[config.mk]
export PLATFORM = sky130hd
export DESIGN_NAME = dual_mac_fir
export DESIGN_NICKNAME = d
export VERILOG_FILES = /design/src/rtl/dmf_pkg.sv /design/src/rtl/dmf_ctrl.sv /design/src/rtl/dmf_lane.sv /design/src/rtl/dmf_sat.sv /design/src/rtl/dual_mac_fir.sv
export SDC_FILE = /design/constraint.sdc
export NUM_CORES = 2
export LEC_CHECK = 0
export ABC_AREA = 1
export BUFFER_PORTS_ARGS = -buffer_cell sky130_fd_sc_hd__buf_2
export CORE_ASPECT_RATIO = 0.5
export CORE_MARGIN = 2
export CORE_UTILIZATION = 58
export CTS_CLUSTER_SIZE = 12
export DETAILED_ROUTE_END_ITERATION = 12
export PLACE_DENSITY_LB_ADDON = 0.08
export RECOVER_POWER = 100
export SYNTH_ARGS = -nofsm -noshare
export SYNTH_HDL_FRONTEND = slang
export SYNTH_HIERARCHICAL = 1
export SYNTH_SLANG_ARGS = --single-unit
export TNS_END_PERCENT = 20
[constraint.sdc]
create_clock -name clk_i -period 9.3 [get_ports clk_i]
set_clock_uncertainty 0.1 [all_clocks]
set_input_delay 1.395 -clock clk_i [delete_from_list [all_inputs] [get_ports clk_i]]
set_output_delay 1.395 -clock clk_i [all_outputs]
set_load 0.005 [all_outputs]
[src/rtl/dmf_pkg.sv]
package dmf_pkg;
    typedef enum logic [2:0] {
        ST_IDLE,
        ST_PRIME,
        ST_TAPS,
        ST_FLUSH,
        ST_EMIT_A,
        ST_EMIT_B
    } dmf_state_e;

    typedef enum logic {
        SAT_W32 = 1'b0,
        SAT_R16 = 1'b1
    } dmf_sat_e;
endpackage

[src/rtl/dmf_ctrl.sv]
module dmf_ctrl
    import dmf_pkg::*;
#(
    parameter int CNT_W = 8
) (
    input  logic             clk_i,
    input  logic             rst_ni,
    input  logic             start_i,
    input  logic [CNT_W-1:0] tap_count_i,
    input  logic             sat_mode_i,
    input  logic             in_valid_i,
    output dmf_state_e       state_o,
    output logic             load_dly_o,
    output logic             tap_fire_o,
    output logic             tap_first_o,
    output dmf_sat_e         mode_o
);
    dmf_state_e       state_q, state_d;
    logic [CNT_W-1:0] left_q;
    logic             first_q;
    dmf_sat_e         mode_q;
    logic             accept;

    assign accept = (state_q == ST_IDLE) && start_i && (tap_count_i != '0);

    always_ff @(posedge clk_i or negedge rst_ni) begin
        if (!rst_ni) state_q <= ST_IDLE;
        else         state_q <= state_d;
    end

    always_comb begin
        state_d = state_q;
        unique case (state_q)
            ST_IDLE:   if (accept) state_d = ST_PRIME;
            ST_PRIME:  if (in_valid_i) state_d = ST_TAPS;
            ST_TAPS:   if (in_valid_i && left_q == CNT_W'(1)) state_d = ST_FLUSH;
            ST_FLUSH:  state_d = ST_EMIT_A;
            ST_EMIT_A: state_d = ST_EMIT_B;
            ST_EMIT_B: state_d = ST_IDLE;
            default:   state_d = ST_IDLE;
        endcase
    end

    always_comb begin
        load_dly_o  = in_valid_i && (state_q == ST_PRIME || state_q == ST_TAPS);
        tap_fire_o  = in_valid_i && (state_q == ST_TAPS);
        tap_first_o = tap_fire_o && first_q;
        state_o     = state_q;
        mode_o      = mode_q;
    end

    always_ff @(posedge clk_i or negedge rst_ni) begin
        if (!rst_ni) begin
            left_q  <= '0;
            first_q <= 1'b0;
            mode_q  <= SAT_W32;
        end else if (accept) begin
            left_q  <= tap_count_i;
            first_q <= 1'b1;
            mode_q  <= dmf_sat_e'(sat_mode_i);
        end else if (tap_fire_o) begin
            left_q  <= left_q - CNT_W'(1);
            first_q <= 1'b0;
        end
    end

    // a start during a running job leaves count and mode untouched
    a_r8_busy_start: assert property (@(posedge clk_i) disable iff (!rst_ni)
        (start_i && (state_q == ST_FLUSH || state_q == ST_EMIT_A || state_q == ST_EMIT_B))
        |=> ($stable(left_q) && $stable(mode_q)));

    // zero tap count keeps the controller idle
    a_r8_zero_count: assert property (@(posedge clk_i) disable iff (!rst_ni)
        (state_q == ST_IDLE && start_i && tap_count_i == '0) |=> (state_q == ST_IDLE));

    // the priming beat leads into the tap phase with the first-tap flag set
    a_r2_prime_step: assert property (@(posedge clk_i) disable iff (!rst_ni)
        (state_q == ST_PRIME && in_valid_i) |=> (state_q == ST_TAPS && first_q));

    // a bubble changes neither state nor remaining count
    a_r4_bubble: assert property (@(posedge clk_i) disable iff (!rst_ni)
        ((state_q == ST_PRIME || state_q == ST_TAPS) && !in_valid_i)
        |=> ($stable(state_q) && $stable(left_q)));
endmodule

[src/rtl/dmf_lane.sv]
module dmf_lane #(
    parameter int DW = 16,
    parameter int AW = 40
) (
    input  logic                 clk_i,
    input  logic                 rst_ni,
    input  logic                 fire_i,
    input  logic                 first_i,
    input  logic signed [DW-1:0] coef_i,
    input  logic signed [DW-1:0] samp_i,
    output logic signed [AW-1:0] acc_o
);
    localparam int PW = 2 * DW;

    logic signed [PW-1:0] prod_q;
    logic                 vld_q;
    logic                 clr_q;
    logic signed [AW-1:0] acc_q;
    logic signed [AW-1:0] prod_ext;
    logic signed [AW-1:0] acc_base;

    always_ff @(posedge clk_i or negedge rst_ni) begin
        if (!rst_ni) begin
            prod_q <= '0;
            vld_q  <= 1'b0;
            clr_q  <= 1'b0;
        end else begin
            vld_q <= fire_i;
            if (fire_i) begin
                prod_q <= coef_i * samp_i;
                clr_q  <= first_i;
            end
        end
    end

    always_comb begin
        prod_ext = {{(AW-PW){prod_q[PW-1]}}, prod_q};
        acc_base = clr_q ? '0 : acc_q;
    end

    always_ff @(posedge clk_i or negedge rst_ni) begin
        if (!rst_ni)    acc_q <= '0;
        else if (vld_q) acc_q <= acc_base + prod_ext;
    end

    assign acc_o = acc_q;

    // every accepted tap produces a product one cycle later
    a_r3_prod_pipe: assert property (@(posedge clk_i) disable iff (!rst_ni)
        fire_i |=> vld_q);

    // without a product in flight the accumulator holds
    a_r4_acc_hold: assert property (@(posedge clk_i) disable iff (!rst_ni)
        !vld_q |=> $stable(acc_q));
endmodule

[src/rtl/dmf_sat.sv]
module dmf_sat #(
    parameter int AW = 40,
    parameter int OW = 32,
    parameter int HW = 16
) (
    input  logic signed [AW-1:0] acc_i,
    input  logic                 mode_i,
    output logic        [OW-1:0] res_o
);
    localparam int RW = AW + 1;
    localparam logic signed [AW-1:0] W_MAX = {{(AW-OW+1){1'b0}}, {(OW-1){1'b1}}};
    localparam logic signed [AW-1:0] W_MIN = {{(AW-OW+1){1'b1}}, {(OW-1){1'b0}}};
    localparam logic signed [RW-1:0] H_MAX = {{(RW-HW+1){1'b0}}, {(HW-1){1'b1}}};
    localparam logic signed [RW-1:0] H_MIN = {{(RW-HW+1){1'b1}}, {(HW-1){1'b0}}};
    localparam logic signed [RW-1:0] HALF  = RW'(1) <<< (HW-1);

    logic signed [RW-1:0] rnd;
    logic signed [RW-1:0] shf;
    logic        [HW-1:0] h_val;

    always_comb begin
        rnd = {acc_i[AW-1], acc_i} + HALF;
        shf = rnd >>> HW;
        if (shf > H_MAX)      h_val = H_MAX[HW-1:0];
        else if (shf < H_MIN) h_val = H_MIN[HW-1:0];
        else                  h_val = shf[HW-1:0];

        if (mode_i) begin
            res_o = {{(OW-HW){h_val[HW-1]}}, h_val};
        end else if (acc_i > W_MAX) begin
            res_o = W_MAX[OW-1:0];
        end else if (acc_i < W_MIN) begin
            res_o = W_MIN[OW-1:0];
        end else begin
            res_o = acc_i[OW-1:0];
        end
    end
endmodule

[src/rtl/dual_mac_fir.sv]
module dual_mac_fir
    import dmf_pkg::*;
#(
    parameter int DW    = 16,
    parameter int AW    = 40,
    parameter int OW    = 32,
    parameter int CNT_W = 8
) (
    input  logic             clk_i,
    input  logic             rst_ni,
    input  logic             start_i,
    input  logic [CNT_W-1:0] tap_count_i,
    input  logic             sat_mode_i,
    input  logic             in_valid_i,
    input  logic [DW-1:0]    coef_i,
    input  logic [DW-1:0]    samp_i,
    output logic             res_valid_o,
    output logic             res_lane_o,
    output logic [OW-1:0]    res_o
);
    localparam int NLANE = 2;
    localparam int HW    = DW;

    dmf_state_e           state;
    logic                 load_dly;
    logic                 tap_fire;
    logic                 tap_first;
    dmf_sat_e             mode_q;
    logic signed [DW-1:0] dly_q;
    logic signed [AW-1:0] acc [NLANE];
    logic signed [AW-1:0] sat_in;
    logic        [OW-1:0] sat_out;

    dmf_ctrl #(.CNT_W(CNT_W)) ctrl_i (
        .clk_i       (clk_i),
        .rst_ni      (rst_ni),
        .start_i     (start_i),
        .tap_count_i (tap_count_i),
        .sat_mode_i  (sat_mode_i),
        .in_valid_i  (in_valid_i),
        .state_o     (state),
        .load_dly_o  (load_dly),
        .tap_fire_o  (tap_fire),
        .tap_first_o (tap_first),
        .mode_o      (mode_q)
    );

    always_ff @(posedge clk_i or negedge rst_ni) begin
        if (!rst_ni)       dly_q <= '0;
        else if (load_dly) dly_q <= $signed(samp_i);
    end

    for (genvar g = 0; g < NLANE; g++) begin : g_lane
        logic signed [DW-1:0] lane_samp;
        if (g == 0) begin : g_delayed
            assign lane_samp = dly_q;
        end else begin : g_direct
            assign lane_samp = $signed(samp_i);
        end
        dmf_lane #(.DW(DW), .AW(AW)) lane_i (
            .clk_i   (clk_i),
            .rst_ni  (rst_ni),
            .fire_i  (tap_fire),
            .first_i (tap_first),
            .coef_i  ($signed(coef_i)),
            .samp_i  (lane_samp),
            .acc_o   (acc[g])
        );
    end

    assign sat_in = (state == ST_EMIT_B) ? acc[1] : acc[0];

    dmf_sat #(.AW(AW), .OW(OW), .HW(HW)) sat_i (
        .acc_i  (sat_in),
        .mode_i (mode_q == SAT_R16),
        .res_o  (sat_out)
    );

    always_ff @(posedge clk_i or negedge rst_ni) begin
        if (!rst_ni) begin
            res_valid_o <= 1'b0;
            res_lane_o  <= 1'b0;
            res_o       <= '0;
        end else if (state == ST_EMIT_A || state == ST_EMIT_B) begin
            res_valid_o <= 1'b1;
            res_lane_o  <= (state == ST_EMIT_B);
            res_o       <= sat_out;
        end else begin
            res_valid_o <= 1'b0;
        end
    end

    // lane 0 result is followed directly by lane 1 result
    a_r5_pair_order: assert property (@(posedge clk_i) disable iff (!rst_ni)
        (res_valid_o && !res_lane_o) |=> (res_valid_o && res_lane_o));

    // the lane 1 result ends the burst
    a_r5_burst_end: assert property (@(posedge clk_i) disable iff (!rst_ni)
        (res_valid_o && res_lane_o) |=> !res_valid_o);

    // in rounded mode the result is a sign-extended 16-bit value
    a_r7_r16_range: assert property (@(posedge clk_i) disable iff (!rst_ni)
        (res_valid_o && mode_q == SAT_R16)
        |-> (res_o[OW-1:HW-1] == '0 || res_o[OW-1:HW-1] == '1));
endmodule

# Word level (Yosys, flattened, before mapping)
# Index checks and enable logic that the tools add are counted.
[word_totals] ff_bits=209 inputBits=45 out_inout_bits=34 word_cells=62
[op_classes] add_sub_neg=4 mul=2 order_cmp=4 eq_ne=9 n_mux=17 n_reduce_logical=12
[ops] op="$mux W40" count=3
[ops] op="$mux W32" count=3
[ops] op="$add A40 B32 Y40" count=2
[ops] op="$mul A16 B16 Y32" count=2
[ops] op="$add A40 B17 Y41 const B" count=1
[ops] op="$gt A40 B32 Y1 const B" count=1
[ops] op="$lt A40 B32 Y1 const B" count=1
[ops] op="$mux W16" count=2
[ops] op="$gt A25 B16 Y1 const B" count=1
[ops] op="$lt A25 B16 Y1 const B" count=1
[ops] op="$mux W8" count=2
[ops] op="$pmux W3 S5" count=1
[ops] op="$mux W3" count=3
[ops] op="$eq A8 B1 Y1 const B" count=1
[ops] op="$reduce_bool A8 Y1" count=1
[ops] op="$sub A8 B1 Y8 const B" count=1
[ops] op="$eq A3 B2 Y1 const B" count=2
[ops] op="$eq A3 B3 Y1 const B" count=2
[ops] op="$logic_and A1 B1 Y1" count=6
[ops] op="$ne A2 B1 Y1 const B" count=2
[ops] op="$eq A3 B1 Y1 const B" count=1
[ops] op="$logic_not A3 Y1" count=1
[ops] op="$mux W1" count=3
[ops] op="$reduce_and A3 Y1" count=1
[ops] op="other kinds (3)" count=4

# Longest topological paths before layout
[depth] word_depth=7 mapped_depth=29 ltp_nobuf=27

# Hierarchy
# The synthesis kept the hierarchy.
[modules_own_cells] module="dmf_lane at g_lane[0].lane_i" instances=1 cells_each=2525 area_per_inst_um2=17126.4 seq_area_each_um2=1851.8
[modules_own_cells] module="dmf_lane at g_lane[1].lane_i" instances=1 cells_each=2471 area_per_inst_um2=16967.5 seq_area_each_um2=1851.8
[modules_own_cells] module="dual_mac_fir" instances=1 cells_each=347 area_per_inst_um2=2605.0 seq_area_each_um2=1251.2
[modules_own_cells] module="dmf_sat" instances=1 cells_each=325 area_per_inst_um2=1536.5 seq_area_each_um2=0.0
[modules_own_cells] module="dmf_ctrl" instances=1 cells_each=123 area_per_inst_um2=885.8 seq_area_each_um2=325.3

# Worst setup path before layout
# No wires, ideal clock.
[synth_timing] kind="in2reg" startpoint="in coef_i[15]" endpoint="reg g_lane[0].lane_i.prod_q[31]" setup_ps=118 arrival_ps=6697 required_time_ps=9082 path_slack_ps=2385 cell_stages=23 path_buffers=1 path_cell_list="clkbuf_1 > nand2_1 > fa_1 > inv_1 > fa_1 > inv_1 > fa_1 > inv_1 > fa_1 > fa_1 > inv_1 > fa_1 > inv_1 > ha_1 > nand2_1 > nor3_1 > nand2_1 > nor3_1 > nand2_1 > nand3_1 > nand2_1 > nand3_1 > nand2_1"
[synth_via] elab_chain_cells=1
[synth_lines] element="start: declaration" line="dual_mac_fir.sv:15" rtl="input logic [DW-1:0] coef_i,"
[synth_lines] element="$mul A16 B16 Y32" line="dmf_lane.sv:30" rtl="prod_q <= coef_i * samp_i;"
[synth_lines] element="end signal: assignment" line="dmf_lane.sv:30"
[synth_lines] element="end: declaration" line="dmf_lane.sv:15" rtl="logic signed [PW-1:0] prod_q;"
# No other way between the ends.
# A chain may end at the register's enable or synchronous reset.

# Worst setup path in the final report
[layout_timing] startpoint="in coef_i[11]" endpoint="reg g_lane[1].lane_i.prod_q[30]"
[layout_via] elab_chain_cells=1
[layout_lines] element="$mul A16 B16 Y32" line="dmf_lane.sv:30"
[layout_lines] element="end signal: assignment" line="dmf_lane.sv:30"
[layout_lines] element="end: declaration" line="dmf_lane.sv:15"
# No other way between the ends.

==> metrics <==
Worst setup EP type flop; DPL Wire Length 91.8 mm; Gate Count Post-Synth 5791; initial antenna violation count 1; number of global-route vias before repair 35000; share of the synthesized area in the top cell type 26.9%; failing checks capacitance limit, slew limit; drt drc 0; CTS tree built; Clock Pin Slew Worst Setup and Hold Paths 0.06 ns; H-Tree Depth 1; largest net degree at the start of global routing 96; full die area 69700 sq um; Startpoint Class primary input; relative slew slack -259%; Die W 371 microns; clock latency on the worst-skew pair 0.60 ns; Num CTS Buffers 25; Post-CTS Setup Bufs 0; worst-path fanout max 32; Starting DRT DRC Count 3401; Worst Path Arrival 8.43 ns; WP data required 9.70 ns; RSZ-0062 raised after global routing no; Avg Vias per Cell 5.32; drt pass-1 iters 6; post-route ant nets 0; DIE HEIGHT 188 microns; PortBufs 78; hold endpoint res_o[26]; most area-consuming cells after synthesis fa_1, nand2_1, inv_1; I/O pins 79; Worst-Margin Slew 5.38 ns; Via Count 35200; outcome finished with violations; Yosys warnings 6; max frequency 125 MHz; max_cap viols 11; Clock Sinks 211; post-cts hold buffer count 0; setup TNS 0 ns; Detailed Route WL 114 mm; count of different cell masters after synthesis 54; Initial Util 58.6%; Yosys top cell by area fa_1; Final #Nets 6532; GR Overflow Total 0; fillers 6483; Critical R2R Launch ctrl_i/state_o[0]; Crit Path Class primary input to flop; WL/cell 17.3 microns; PostCTS Resize Cnt 0; WHS Path Cells 2; Fin. Hold Viols 0; GPL Wtd Cong 0.995; r2r worst-path depth 8; num rows 67; r2r setup slk 2.10 ns; Hold Startpoint res_o[26]; minimum clock period 8.03 ns; Placeable Area 66800 sq um; Syn-to-layout area delta 3.60%; Tightest Hold Check Type flop to flop; flops & latches, synth 211; Reg-to-Reg End g_lane[0].lane_i/prod_q[14]; average cell area after synthesis 6.76 sq um; Slew Limit Fails 507; register area share after synthesis 13.5%; Mapped Area 39100 sq um; Finish-stage setup viols 0; Max Root-Sink Buffers 3; layout cell share with drive strength beyond 1 3.58%; Syn Nets 6607; final period utilization 86.3%; first-pass GRT wire length 186 mm; GRT Total Usage 33.8%; Root Driver clkbuf_16
-- worst max path at each step --
stage,cells after the start,slack [ns],from,to
6_report,20,1.27,coef_i[11],g_lane[1].lane_i/prod_q[30]
5_1_grt,20,0.84,coef_i[11],g_lane[1].lane_i/prod_q[30]
4_1_cts,23,2.17,coef_i[15],g_lane[0].lane_i/prod_q[31]
3_5_place_dp,23,1.56,coef_i[15],g_lane[0].lane_i/prod_q[31]
3_3_place_gp,23,1.69,coef_i[15],g_lane[0].lane_i/prod_q[31]
2_1_floorplan,23,2.38,coef_i[15],g_lane[0].lane_i/prod_q[31]
-- per-layer routing --
layer	part of all wire, %	up-vias	track usage, %	wire (microns)
li1	-	16800	-	-
met1	48	16900	52.4	54500
met2	42	1447	50.4	47800
met3	9.1	117	5.13	10400
met4	1.6	0	5.45	1790
met5	0	-	0	0
-- state kept, by name (all words and copies together) (netlist names), 2 cells and up --
name	count
g_lane.lane_i/acc_o	80
g_lane.lane_i/prod_q	64
res_o	32
dly_q	16
ctrl_i/left_q	8
ctrl_i/state_o	3
g_lane.lane_i/clr_q	2
g_lane.lane_i/vld_q	2
-- kinds of logic (layout without fill, tap and decap cells) --
| family | count (synthesis) | count (layout) | synth area share [%] |
|---|---|---|---|
| other cells | 0 | 1 | 0 |
| fa+ha+maj | 771 | 771 | 34.8 |
| xor+xnor | 84 | 84 | 1.88 |
| flops | 211 | 211 | 13.5 |
| compound gates | 284 | 284 | 4.06 |
| buf+inv | 1624 | 1563 | 15.9 |
| simple gates | 2817 | 2817 | 29.9 |
-- cell usage after synthesis (all sizes together) --
master	count
nor3	22
o31ai	2
clkbuf	152
nand3b	22
a31oi	4
nor3b	1
fa	526
o21a	4
o21bai	21
a21o	2
o21ai	140
inv	1426
nand2	2021
o211ai	6
o22ai	4
clkinv	3
buf	43
and2	3
dfrtp	211
nor2	381
nor4	3
nand3	245
and3	1
nand4	90
ha	245
a21oi	100
a21boi	1
xor2	35
or2	28
xnor2	49
-- worst max-delay path: stages --
cell	delay (ns)
clkbuf_1	1.53
nand2_1	0.23
fa_1	0.62
inv_1	0.05
fa_1	0.50
fa_1	0.57
fa_1	0.46
fa_1	0.50
inv_1	0.05
fa_1	0.47
inv_1	0.04
ha_1	0.38
a21oi_1	0.37
a21boi_0	0.53
nand2_1	0.11
a21oi_1	0.19
nand2_1	0.07
nand2_1	0.06
nand3_1	0.11
nand2_1	0.18
-- stage by stage --
stage / area, sq um / instances / hold WS [ns] / utilization (%) / setup slack [ns]
after floorplan: 39100 / 5791 / 0.347 / - / 2.38
after global placement: 39900 / 6586 / 0.355 / 59.7 / 1.69
after detailed placement: 39900 / 6586 / 0.362 / 59.7 / 1.56
after CTS: 40700 / 6627 / 0.379 / 60.9 / 2.17
after global routing: 40500 / 6628 / 0.396 / 60.7 / 0.840
final: 40500 / 6628 / 0.377 / 60.7 / 1.27
-- cell usage in the layout, fill, tap and decap left out, drive strengths merged, types with 3 or more instances in the layout --
master  count
inv      1428
nor2      381
xnor2      49
a21oi     100
and2        3
dfrtp     211
o21bai     21
nor4        3
clkinv      6
o211ai      6
nand2    2021
nand3b     22
a31oi       4
ha        245
xor2       35
clkbuf     68
nor3       22
nand4      90
nand3     245
o21ai     140
fa        526
o21a        4
o22ai       4
or2        28
buf        57
-- layout make-up --
class	instances	area [sq um]	share of cell area [%]
timing repair buffer	93	440	1.09
tap	897	1120	2.77
clock buffer	32	682	1.68
clock inverter	9	131	0.324
antenna	1	2.50	0.00617
inverter	1429	5370	13.2
multi-input combinational	3956	27500	67.8
sequential	211	5280	13.0
Power is left out: the tool's default activity adds up to more than one toggle a clock period on the data nets, which glitch-free logic cannot reach.
